`src/rtl/lrd_pkg.sv`:
```
package lrd_pkg;
  localparam int ADDR_W = 32;
  localparam int IO_W   = 16;
  localparam int LOW_W  = 10;
  localparam int TGT_W  = 2;

  typedef enum logic [TGT_W-1:0] {
    TGT_NONE = 2'b00,
    TGT_HUB  = 2'b01,
    TGT_GFX  = 2'b10
  } tgt_e;

  typedef struct packed {
    logic isa;
    logic mda;
    logic vga;
  } ctrl_t;

  localparam logic [LOW_W-1:0] MONO_LO = 10'h3B0;
  localparam logic [LOW_W-1:0] MONO_HI = 10'h3BB;
  localparam logic [LOW_W-1:0] GAP_LO  = 10'h3BC;
  localparam logic [LOW_W-1:0] GAP_HI  = 10'h3BF;
  localparam logic [LOW_W-1:0] COL_LO  = 10'h3C0;
  localparam logic [LOW_W-1:0] COL_HI  = 10'h3DF;
  localparam logic [ADDR_W-1:0] FB_LO  = 32'h000A_0000;
  localparam logic [ADDR_W-1:0] FB_HI  = 32'h000B_FFFF;

  function automatic logic in_low(input logic [LOW_W-1:0] a,
                                  input logic [LOW_W-1:0] lo,
                                  input logic [LOW_W-1:0] hi);
    return (a >= lo) && (a <= hi);
  endfunction
endpackage

```
`src/rtl/lrd_ctrl_regs.sv`:
```
module lrd_ctrl_regs
  import lrd_pkg::*;
(
  input  logic       clk,
  input  logic       rst_n,
  input  logic       cfg_we,
  input  logic [2:0] cfg_wdata,
  output logic [2:0] cfg_rdata,
  output logic       cfg_err,
  output logic       vga_on,
  output logic       mda_on,
  output logic       isa_on
);
  ctrl_t ctrl_q;
  logic  bad_write;

  assign bad_write = cfg_we && !cfg_wdata[0] && cfg_wdata[1];

  always_ff @(posedge clk or negedge rst_n) begin
    if (!rst_n) begin
      ctrl_q  <= '0;
      cfg_err <= 1'b0;
    end else begin
      if (cfg_we) ctrl_q <= ctrl_t'(cfg_wdata);
      if (bad_write) cfg_err <= 1'b1;
    end
  end

  assign cfg_rdata = ctrl_q;
  assign vga_on    = ctrl_q.vga;
  assign mda_on    = ctrl_q.vga && ctrl_q.mda;
  assign isa_on    = ctrl_q.isa;

  a_r10_err_sticky: assert property (@(posedge clk) disable iff (!rst_n)
    cfg_err |=> cfg_err);
  a_r10_err_on_bad: assert property (@(posedge clk) disable iff (!rst_n)
    bad_write |=> cfg_err);
  a_r11_write_seen: assert property (@(posedge clk) disable iff (!rst_n)
    cfg_we |=> (cfg_rdata == $past(cfg_wdata)));
endmodule

```
`src/rtl/lrd_legacy_match.sv`:
```
module lrd_legacy_match
  import lrd_pkg::*;
(
  input  logic              vga_on,
  input  logic              mda_on,
  input  logic              is_io,
  input  logic [ADDR_W-1:0] addr,
  output logic              leg_claim,
  output logic              leg_gfx
);
  logic [LOW_W-1:0] low;
  logic fb_hit, mono_hit, gap_hit, col_hit, mono_port;

  assign low       = addr[LOW_W-1:0];
  assign fb_hit    = (addr >= FB_LO) && (addr <= FB_HI);
  assign mono_hit  = in_low(low, MONO_LO, MONO_HI);
  assign gap_hit   = in_low(low, GAP_LO, GAP_HI);
  assign col_hit   = in_low(low, COL_LO, COL_HI);
  assign mono_port = mono_hit || (low == GAP_HI);

  always_comb begin
    leg_claim = 1'b0;
    leg_gfx   = 1'b0;
    if (vga_on) begin
      if (is_io) begin
        leg_claim = gap_hit || mono_hit || col_hit;
        if (gap_hit)                   leg_gfx = 1'b0;
        else if (mda_on && mono_port)  leg_gfx = 1'b0;
        else                           leg_gfx = mono_hit || col_hit;
      end else begin
        leg_claim = fb_hit;
        leg_gfx   = fb_hit;
      end
    end
  end

  always_comb begin
    if (leg_gfx) a_r4_gfx_needs_claim: assert (leg_claim && vga_on);
  end
endmodule

```
`src/rtl/lrd_window_match.sv`:
```
module lrd_window_match
  import lrd_pkg::*;
(
  input  logic              isa_on,
  input  logic              is_io,
  input  logic [ADDR_W-1:0] addr,
  input  logic [IO_W-1:0]   io_base,
  input  logic [IO_W-1:0]   io_limit,
  input  logic [ADDR_W-1:0] mem_base,
  input  logic [ADDR_W-1:0] mem_limit,
  input  logic [ADDR_W-1:0] pmem_base,
  input  logic [ADDR_W-1:0] pmem_limit,
  output logic              win_gfx,
  output logic              isa_block
);
  localparam int NWIN = 2;
  logic [IO_W-1:0] io_a;
  logic            io_hit;
  logic [NWIN-1:0] mem_hit;
  logic [ADDR_W-1:0] lo_b [NWIN];
  logic [ADDR_W-1:0] hi_b [NWIN];

  assign io_a      = addr[IO_W-1:0];
  assign io_hit    = (io_a >= io_base) && (io_a <= io_limit);
  assign isa_block = isa_on && (addr[9:8] != 2'b00);

  assign lo_b[0] = mem_base;
  assign hi_b[0] = mem_limit;
  assign lo_b[1] = pmem_base;
  assign hi_b[1] = pmem_limit;

  for (genvar g = 0; g < NWIN; g++) begin : g_mwin
    assign mem_hit[g] = (addr >= lo_b[g]) && (addr <= hi_b[g]);
  end

  assign win_gfx = is_io ? (io_hit && !isa_block) : (|mem_hit);

  always_comb begin
    if (is_io && isa_block) a_r8_isa_blocks: assert (!win_gfx);
  end
endmodule

```
`src/rtl/legacy_route_decoder.sv`:
```
module legacy_route_decoder
  import lrd_pkg::*;
(
  input  logic              clk,
  input  logic              rst_n,
  input  logic              cfg_we,
  input  logic [2:0]        cfg_wdata,
  output logic [2:0]        cfg_rdata,
  output logic              cfg_err,
  input  logic [IO_W-1:0]   io_base,
  input  logic [IO_W-1:0]   io_limit,
  input  logic [ADDR_W-1:0] mem_base,
  input  logic [ADDR_W-1:0] mem_limit,
  input  logic [ADDR_W-1:0] pmem_base,
  input  logic [ADDR_W-1:0] pmem_limit,
  input  logic              req_valid,
  input  logic              req_write,
  input  logic              req_is_io,
  input  logic [ADDR_W-1:0] req_addr,
  output logic              rsp_valid,
  output logic [TGT_W-1:0]  rsp_target,
  output logic              rsp_write
);
  logic vga_on, mda_on, isa_on;
  logic leg_claim, leg_gfx, win_gfx, isa_block;
  logic route_gfx;
  tgt_e tgt_d;

  lrd_ctrl_regs u_ctrl (
    .clk(clk), .rst_n(rst_n), .cfg_we(cfg_we), .cfg_wdata(cfg_wdata),
    .cfg_rdata(cfg_rdata), .cfg_err(cfg_err),
    .vga_on(vga_on), .mda_on(mda_on), .isa_on(isa_on)
  );

  lrd_legacy_match u_leg (
    .vga_on(vga_on), .mda_on(mda_on), .is_io(req_is_io), .addr(req_addr),
    .leg_claim(leg_claim), .leg_gfx(leg_gfx)
  );

  lrd_window_match u_win (
    .isa_on(isa_on), .is_io(req_is_io), .addr(req_addr),
    .io_base(io_base), .io_limit(io_limit),
    .mem_base(mem_base), .mem_limit(mem_limit),
    .pmem_base(pmem_base), .pmem_limit(pmem_limit),
    .win_gfx(win_gfx), .isa_block(isa_block)
  );

  assign route_gfx = leg_claim ? leg_gfx : win_gfx;
  assign tgt_d     = route_gfx ? TGT_GFX : TGT_HUB;

  always_ff @(posedge clk or negedge rst_n) begin
    if (!rst_n) begin
      rsp_valid  <= 1'b0;
      rsp_target <= TGT_NONE;
      rsp_write  <= 1'b0;
    end else begin
      rsp_valid  <= req_valid;
      rsp_target <= req_valid ? tgt_d : TGT_NONE;
      rsp_write  <= req_valid && req_write;
    end
  end

  a_r2_valid_follows: assert property (@(posedge clk) disable iff (!rst_n)
    req_valid |=> rsp_valid);
  a_r2_idle_follows: assert property (@(posedge clk) disable iff (!rst_n)
    !req_valid |=> !rsp_valid);
  a_r2_onehot: assert property (@(posedge clk) disable iff (!rst_n)
    rsp_valid |-> ($countones(rsp_target) == 1));
  a_r2_quiet: assert property (@(posedge clk) disable iff (!rst_n)
    !rsp_valid |-> (rsp_target == '0));
  a_r3_fb_gfx: assert property (@(posedge clk) disable iff (!rst_n)
    (req_valid && !req_is_io && vga_on && req_addr >= FB_LO && req_addr <= FB_HI)
      |=> (rsp_target == TGT_GFX));
  a_r5_gap_hub: assert property (@(posedge clk) disable iff (!rst_n)
    (req_valid && req_is_io && vga_on && req_addr[9:2] == 8'hEF)
      |=> (rsp_target == TGT_HUB));
  a_r8_isa_hub: assert property (@(posedge clk) disable iff (!rst_n)
    (req_valid && req_is_io && isa_on && !leg_claim && req_addr[9:8] != 2'b00)
      |=> (rsp_target == TGT_HUB));
endmodule

```
`config.mk`:
```
export PLATFORM = sky130hd
export DESIGN_NAME = legacy_route_decoder
export DESIGN_NICKNAME = d
export VERILOG_FILES = /design/src/rtl/lrd_pkg.sv /design/src/rtl/lrd_ctrl_regs.sv /design/src/rtl/lrd_legacy_match.sv /design/src/rtl/lrd_window_match.sv /design/src/rtl/legacy_route_decoder.sv
export SDC_FILE = /design/constraint.sdc
export NUM_CORES = 1
export LEC_CHECK = 0
export BUFFER_PORTS_ARGS = -buffer_cell sky130_fd_sc_hd__buf_2
export CORE_UTILIZATION = 25
export CTS_BUF_LIST = sky130_fd_sc_hd__clkbuf_4 sky130_fd_sc_hd__clkbuf_8
export DETAILED_ROUTE_END_ITERATION = 16
export SLEW_MARGIN = 5
export SYNTH_ARGS = -nofsm -noshare
export SYNTH_HDL_FRONTEND = slang
export SYNTH_SLANG_ARGS = --single-unit
```
`constraint.sdc`:
```
create_clock -name clk -period 2.9 [get_ports clk]
set_clock_uncertainty 0.2 [all_clocks]
set_input_delay 0.145 -clock clk [delete_from_list [all_inputs] [get_ports clk]]
set_output_delay 0.145 -clock clk [all_outputs]
set_load 0.05 [all_outputs]
```
==> results of run 1 <==
==> cells by family (layout without fill, tap and decap cells) <==
logic type	Yosys count	after routing	synth area share, %
muxes	2	2	0.514
buffers and inverters	161	384	14.0
and+or+nand+nor	118	118	15.0
adders and majority gates	160	160	45.7
other	0	1	0
AOI/OAI and AO/OA	137	137	20.2
DFF	8	8	4.57
==> placed cells by master (no fill, tap or decap), types with 2 or more instances in the layout <==
master         synthesis  final
a2111oi_0              4      4
a211oi_1               6      6
a21o_1                19     19
a21oi_1               56     56
a221o_1                4      4
a31oi_1                2      2
and2_1                 2      2
and4_1                 3      3
buf_2                  0    208
buf_4                  2      6
clkbuf_8               0      3
dfrtp_1                8      8
dlygate4sd3_1          0      8
ha_1                 160    160
inv_1                159    159
mux2_2                 2      2
nand2_1               28     28
nand2b_1               5      5
nand3_1               13     13
nand4_1               31     31
nor2_1                13     13
nor2b_1                6      6
nor3_1                 2      2
nor4_1                 4      4
nor4b_1                3      3
o211ai_1               3      3
o21a_1                 6      6
o21ai_0               16     16
o21ai_1                4      4
o21bai_1               4      4
o31ai_1                2      2
or4_1                  2      2
==> repair_timing <==
item	in CTS	in global routing
gates resized for setup	0	0
hold buffers	8	0
hold endpoints to repair	14	0
setup buffers	0	0
setup endpoints to repair	0	0
==> synth_stat cells, types with 5 or more instances <==
master    count
ha_1        160
inv_1       159
a21oi_1      56
nand4_1      31
nand2_1      28
a21o_1       19
o21ai_0      16
nand3_1      13
nor2_1       13
dfrtp_1       8
a211oi_1      6
nor2b_1       6
o21a_1        6
nand2b_1      5
==> worst max-delay path: cells and delay by family <==
kind	cells	cell delay, ns
compound gates	7	1.89
fa+ha+maj	1	0.31
buf+inv	1	0.14
==> state kept, by name (all words and copies together), names as in the netlist <==
signal and flops:
rsp_target 2, rsp_valid 1, rsp_write 1, u_ctrl.cfg_err 1
u_ctrl.cfg_rdata 1, u_ctrl.isa_on 1, u_ctrl.vga_on 1
==> report_power, final <==
part           leakage (nW)  total, mW  internal [mW]  switching (mW)
registers            0.0944      0.130          0.121         0.00935
clock network        0.0216      0.130         0.0896          0.0406
logic                  3.52      0.751          0.348           0.403
==> how the worst min path moves through the flow <==
| stage | startpoint | to | slack [ns] | depth (start not counted) |
|---|---|---|---|---|
| floorplan | rst_n | rsp_target[0] | -0.35 | 0 |
| global placement | rst_n | rsp_write | -0.20 | 1 |
| detailed placement | rst_n | rsp_write | -0.20 | 1 |
| CTS | cfg_we | u_ctrl.vga_on | 0.01 | 2 |
| global route | cfg_we | u_ctrl.vga_on | 0.02 | 2 |
| finish | cfg_we | u_ctrl.vga_on | 0.02 | 2 |
==> area by class of cell <==
cell class | instances | area (µm²) | area share [%]
Multi-Input combinational cell | 417 | 3570 | 60.9
Inverter | 159 | 597 | 10.2
Tap cell | 225 | 282 | 4.81
Sequential cell | 8 | 200 | 3.42
Clock buffer | 3 | 41.3 | 0.705
Timing Repair Buffer | 222 | 1170 | 19.9
Antenna cell | 1 | 2.50 | 0.0427
==> through the flow <==
step / total power [mW] / std cells / utilization, % / worst slack [ns] / area, µm²
finish: 1.01 / 1035 / 34.1 / 0.319 / 5860
global route: 1.14 / 1035 / 34.1 / 0.111 / 5860
CTS: 1.03 / 1034 / 34.1 / 0.271 / 5860
detailed placement: 0.881 / 1023 / 33.4 / 0.0333 / 5730
global placement: 0.874 / 1023 / 33.4 / -0.0356 / 5730
floorplan: 0.562 / 586 / - / 0.619 / 4380
==> metal layers <==
metal | track usage (%) | vias to the layer above | part of all wire [%]
met5 | 0 | - | 0.088
met4 | 2.00 | 2 | 0.79
met2 | 30.3 | 143 | 48
met3 | 1.36 | 10 | 4.8
li1 | - | 2515 | -
met1 | 21.6 | 2064 | 46
==> results.cfg, run 1 <==
[synthesis]
syn_nets = 947
yosysTopAreaCellShare_pct = 45.7
synthArstFlopShare_pct = 100
yosysTopAreaCell = ha_1
synthTopCellsByArea = ha_1 46%, inv_1 14%, a21oi_1 6.4%
synth_area_um2 = 4380
syn_inst = 586
ys_seq_area_share_pct = 4.57
ys_ff_latch = 8
avgSynthCellArea_um2 = 7.48
ys.flop_type = dfrtp_1
synth_edf_count = 0
ys_warn_count = 0
synth_cell_type_count = 46

[timing]
setup_violations = 0
timing.final.crit_share_pct = 89.0
finalHoldViolations = 0
hold_ws_ns = 0.0193
fin_crit_ns = 2.58
maxSlewHeadroom_pct = 46.1
fin_setup_tns_ns = 0
finalMaxSlewViolations = 0
fmax_mhz = 387
grt_setup_unrepaired = false
tightest_slew_ns = 0.788

[layout]
final_nets = 1172
drive_above_1_share_pct = 28.1
n_fill_cell = 1900
area_growth_pct = 33.7

[setup_path]
arrival_ns = 2.49
timing.critical_path.to = rsp_target[1]
crit_start = req_addr[19]
crit_slowest_cell = a2111oi_0
path_cells = buf_2 -> ha_1 -> a21oi_1 -> o21ai_1 -> a221o_1 -> a2111oi_0 -> o21a_1 -> a31oi_1 -> o311a_1
rrSetupSlack_ns = 0.40
r2r_cells = 7
cp-end-kind = flop
path_class = in -> reg
crit_fanout = 5
max_stage_delay_ns = 0.74
regToRegStartpoint = u_ctrl.vga_on
worstReg2RegEnd = rsp_target[1]
start_kind = primary input
cp_data_required_time_ns = 2.80

[worst_hold_path]
min_path_type = in -> reg

[grt]
groute.usage.overall_pct = 16.6
grt-ovfl-total = 0
antenna_found_initial = 2
grt_first_pass_wirelength_um = 23800
grt_pass1_vias = 4784
grt_max_degree = 9

[floorplanning]
start_util_pct = 25.5
rows = 48
fp.coreArea_um2 = 17200
die_h_um = 134
io_pins = 209
die-area_um2 = 18100
die_w_um = 134

[status]
status = finished clean

[power]
peakVddDrop_v = 0.0000889
cellPowerDensity_nw_per_um2 = 173
leakage_nw = 3.63

[detailed_routing]
drt_pass1_iterations = 4
drtIter0Drc = 102
postRouteAntennaNets = 0
drt-total-wl_um = 14800
viasPerCell = 4.57
wl_per_cell_um = 14.3
num_vias = 4734
remaining_drc_errors = 0

[run]
drv_cap = 0

[place]
port_buffers = 208
hpwl_um = 13300
gp_congestion = 0.876

[clock_network]
clk_pin_slew_ns = 0.04
htreeDepth = 1
numCtsBuffers = 3
root_buffer = clkbuf_8
cts_sinks = 8
cts_tree = yes
clk_latency_ns = 0.22
cts.path.max_buffers = 2
Note: power is estimated with default switching activity, not from simulation.
==> run 2: changes to the inputs <==
CTS_BUF_LIST = not set   (was sky130_fd_sc_hd__clkbuf_4 sky130_fd_sc_hd__clkbuf_8)
REMOVE_ABC_BUFFERS = 1   (was not set)
==> run 2 against run 1 <==
  * Clock power is 77% higher
  * Register-to-register slack better by 0.07 ns
  * Worst hold slack got worse by 0.0036 ns
  * Global-route usage down 0.80 points
  * Combinational power decreased by 1%
  * Total power rose by 8.9%
==> results.cfg, run 2 (synthesis results as in run 1) <==
[clock_network]
clk_latency_ns = 0.23
htreeDepth = 1
numCtsBuffers = 3
cts_setup_buffers = 0
root_buffer = clkbuf_16
cts_tree = yes
cts_sinks = 8
cts.path.max_buffers = 2
clk_pin_slew_ns = 0.04

[setup_path]
rrSetupSlack_ns = 0.47
path_buf_inv = 1
r2r_cells = 7
start_kind = primary input
max_stage_delay_ns = 0.69
crit_fanout = 5
timing.critical_path.to = rsp_target[1]
regToRegStartpoint = u_ctrl.vga_on
cp_data_required_time_ns = 2.81
worstReg2RegEnd = rsp_target[1]
path_class = in -> reg
crit_slowest_cell = a2111oi_0
path_cells = buf_2 -> ha_1 -> a21oi_1 -> o21ai_1 -> a221o_1 -> a2111oi_0 -> o21a_1 -> a31oi_1 -> o311a_1
arrival_ns = 2.45
crit_start = req_addr[17]
cp-end-kind = flop
cp_num_cells = 9
crit_family = compound AO/OA/AOI/OAI gates

[floorplanning]
rows = 48
fp.coreArea_um2 = 17200
start_util_pct = 25.5
die_h_um = 134
io_pins = 209
die-area_um2 = 18100
die_w_um = 134

[power]
clkPwrFrac_pct = 20.9
intPower_mw = 0.640
switchingPower_mw = 0.461
power.share.switching_pct = 41.9
combPwrFrac_pct = 67.3
p_seq_share_pct = 11.8
power_mw = 1.10
cellPowerDensity_nw_per_um2 = 188
peakVddDrop_v = 0.000115
leakage_nw = 3.62

[grt]
grt-ovfl-total = 0
antenna_found_initial = 3
grt_pass1_vias = 4462
grt_max_degree = 9
groute.usage.overall_pct = 15.8
grt_first_pass_wirelength_um = 22400

[timing]
finalHoldViolations = 0
grt_setup_unrepaired = false
fin_crit_ns = 2.54
finalMaxSlewViolations = 0
hold_ws_ns = 0.0156
maxSlewHeadroom_pct = 50.4
fin_setup_tns_ns = 0
setup_violations = 0
fmax_mhz = 394
timing.final.crit_share_pct = 87.6
tightest_slew_ns = 0.725

[detailed_routing]
drt_pass1_iterations = 4
drtIter0Drc = 96
top_layer_used = met5
viasPerCell = 4.45
wl_per_cell_um = 13.9
num_vias = 4587
met3RoutedLength_um = 776
remaining_drc_errors = 0
dr_wl_met2_um = 6660
met1Wirelength_um = 6690
drt-total-wl_um = 14300
postRouteAntennaNets = 0

[layout]
multi_input_area_um2 = 3570
final_cells = 1031
final_cell_mix = 208 x buf_2, 160 x ha_1, 159 x inv_1
max_flop_register = rsp_target
n_fill_cell = 1907
final_nets = 1167
area_growth_pct = 33.7
utilization_pct = 34.1
final_common_cell = buf_2
largest_reg_flops = 2
seqCellArea_um2 = 200
drive_above_1_share_pct = 27.6

[run]
drv_cap = 0

[place]
port_buffers = 208
gp_congestion = 0.880
hpwl_um = 13100
dp.cells = 1018

[worst_hold_path]
min_path_type = in -> reg

[status]
status = finished clean
[run 2: per-stage QoR]
| stage | instance area (µm²) | setup slack (ns) |
|---|---|---|
| 3_3_place_gp | 5700 | 0.170 |
| 4_1_cts | 5850 | 0.446 |
| 5_1_grt | 5850 | 0.304 |
| 3_5_place_dp | 5700 | 0.205 |
| 2_1_floorplan | 4370 | 0.617 |
| 6_report | 5860 | 0.359 |
[run 2: worst reg2reg max path, stage by stage (launching register included)]
cell and delay [ns]:
dfrtp_1 0.47, nor4b_1 0.20, nand4_1 0.15, nand2b_1 0.08, a2111oi_0 0.64, o21a_1 0.21
a31oi_1 0.06, o311a_1 0.31
[run 2: cell type report]
type	count	area share (%)
repair buffers	217	19.3
clock buffers	3	1.28
well taps	225	4.81
multi-input cells	417	60.9
diodes	2	0.0855
flip-flops and latches	8	3.42
inverters	159	10.2
[run 2: routing by layer]
layer	GRT usage [%]	vias to the layer above
met2	28.7	140
li1	-	2510
met1	20.1	1925
met3	1.59	10
met4	2.75	2
met5	0	-
[run 2: worst min-delay path by stage]
| stage | from | endpoint | slack, ns | depth (start not counted) |
|---|---|---|---|---|
| 3_5_place_dp | rst_n | rsp_write | -0.19 | 1 |
| 6_report | cfg_we | u_ctrl.isa_on | 0.02 | 2 |
| 2_1_floorplan | rst_n | rsp_target[0] | -0.35 | 0 |
| 3_3_place_gp | rst_n | rsp_write | -0.19 | 1 |
| 5_1_grt | cfg_we | u_ctrl.isa_on | 0.03 | 2 |
| 4_1_cts | cfg_we | u_ctrl.isa_on | 0.02 | 2 |
[run 2: power by group through the flow]
stage	clock, mW	sequential (mW)	combinational (mW)
final	0.230	0.130	0.741
after global routing	0.241	0.132	0.852
after CTS	0.237	0.132	0.750
after detailed placement	0	0.133	0.735
after global placement	0	0.134	0.730
after floorplan	0	0.157	0.401
[run 2: timing repair]
action | in CTS | in global routing
endpoints found under the hold margin | 14 | 0
resized for setup | 0 | 0
hold buffers | 8 | 0
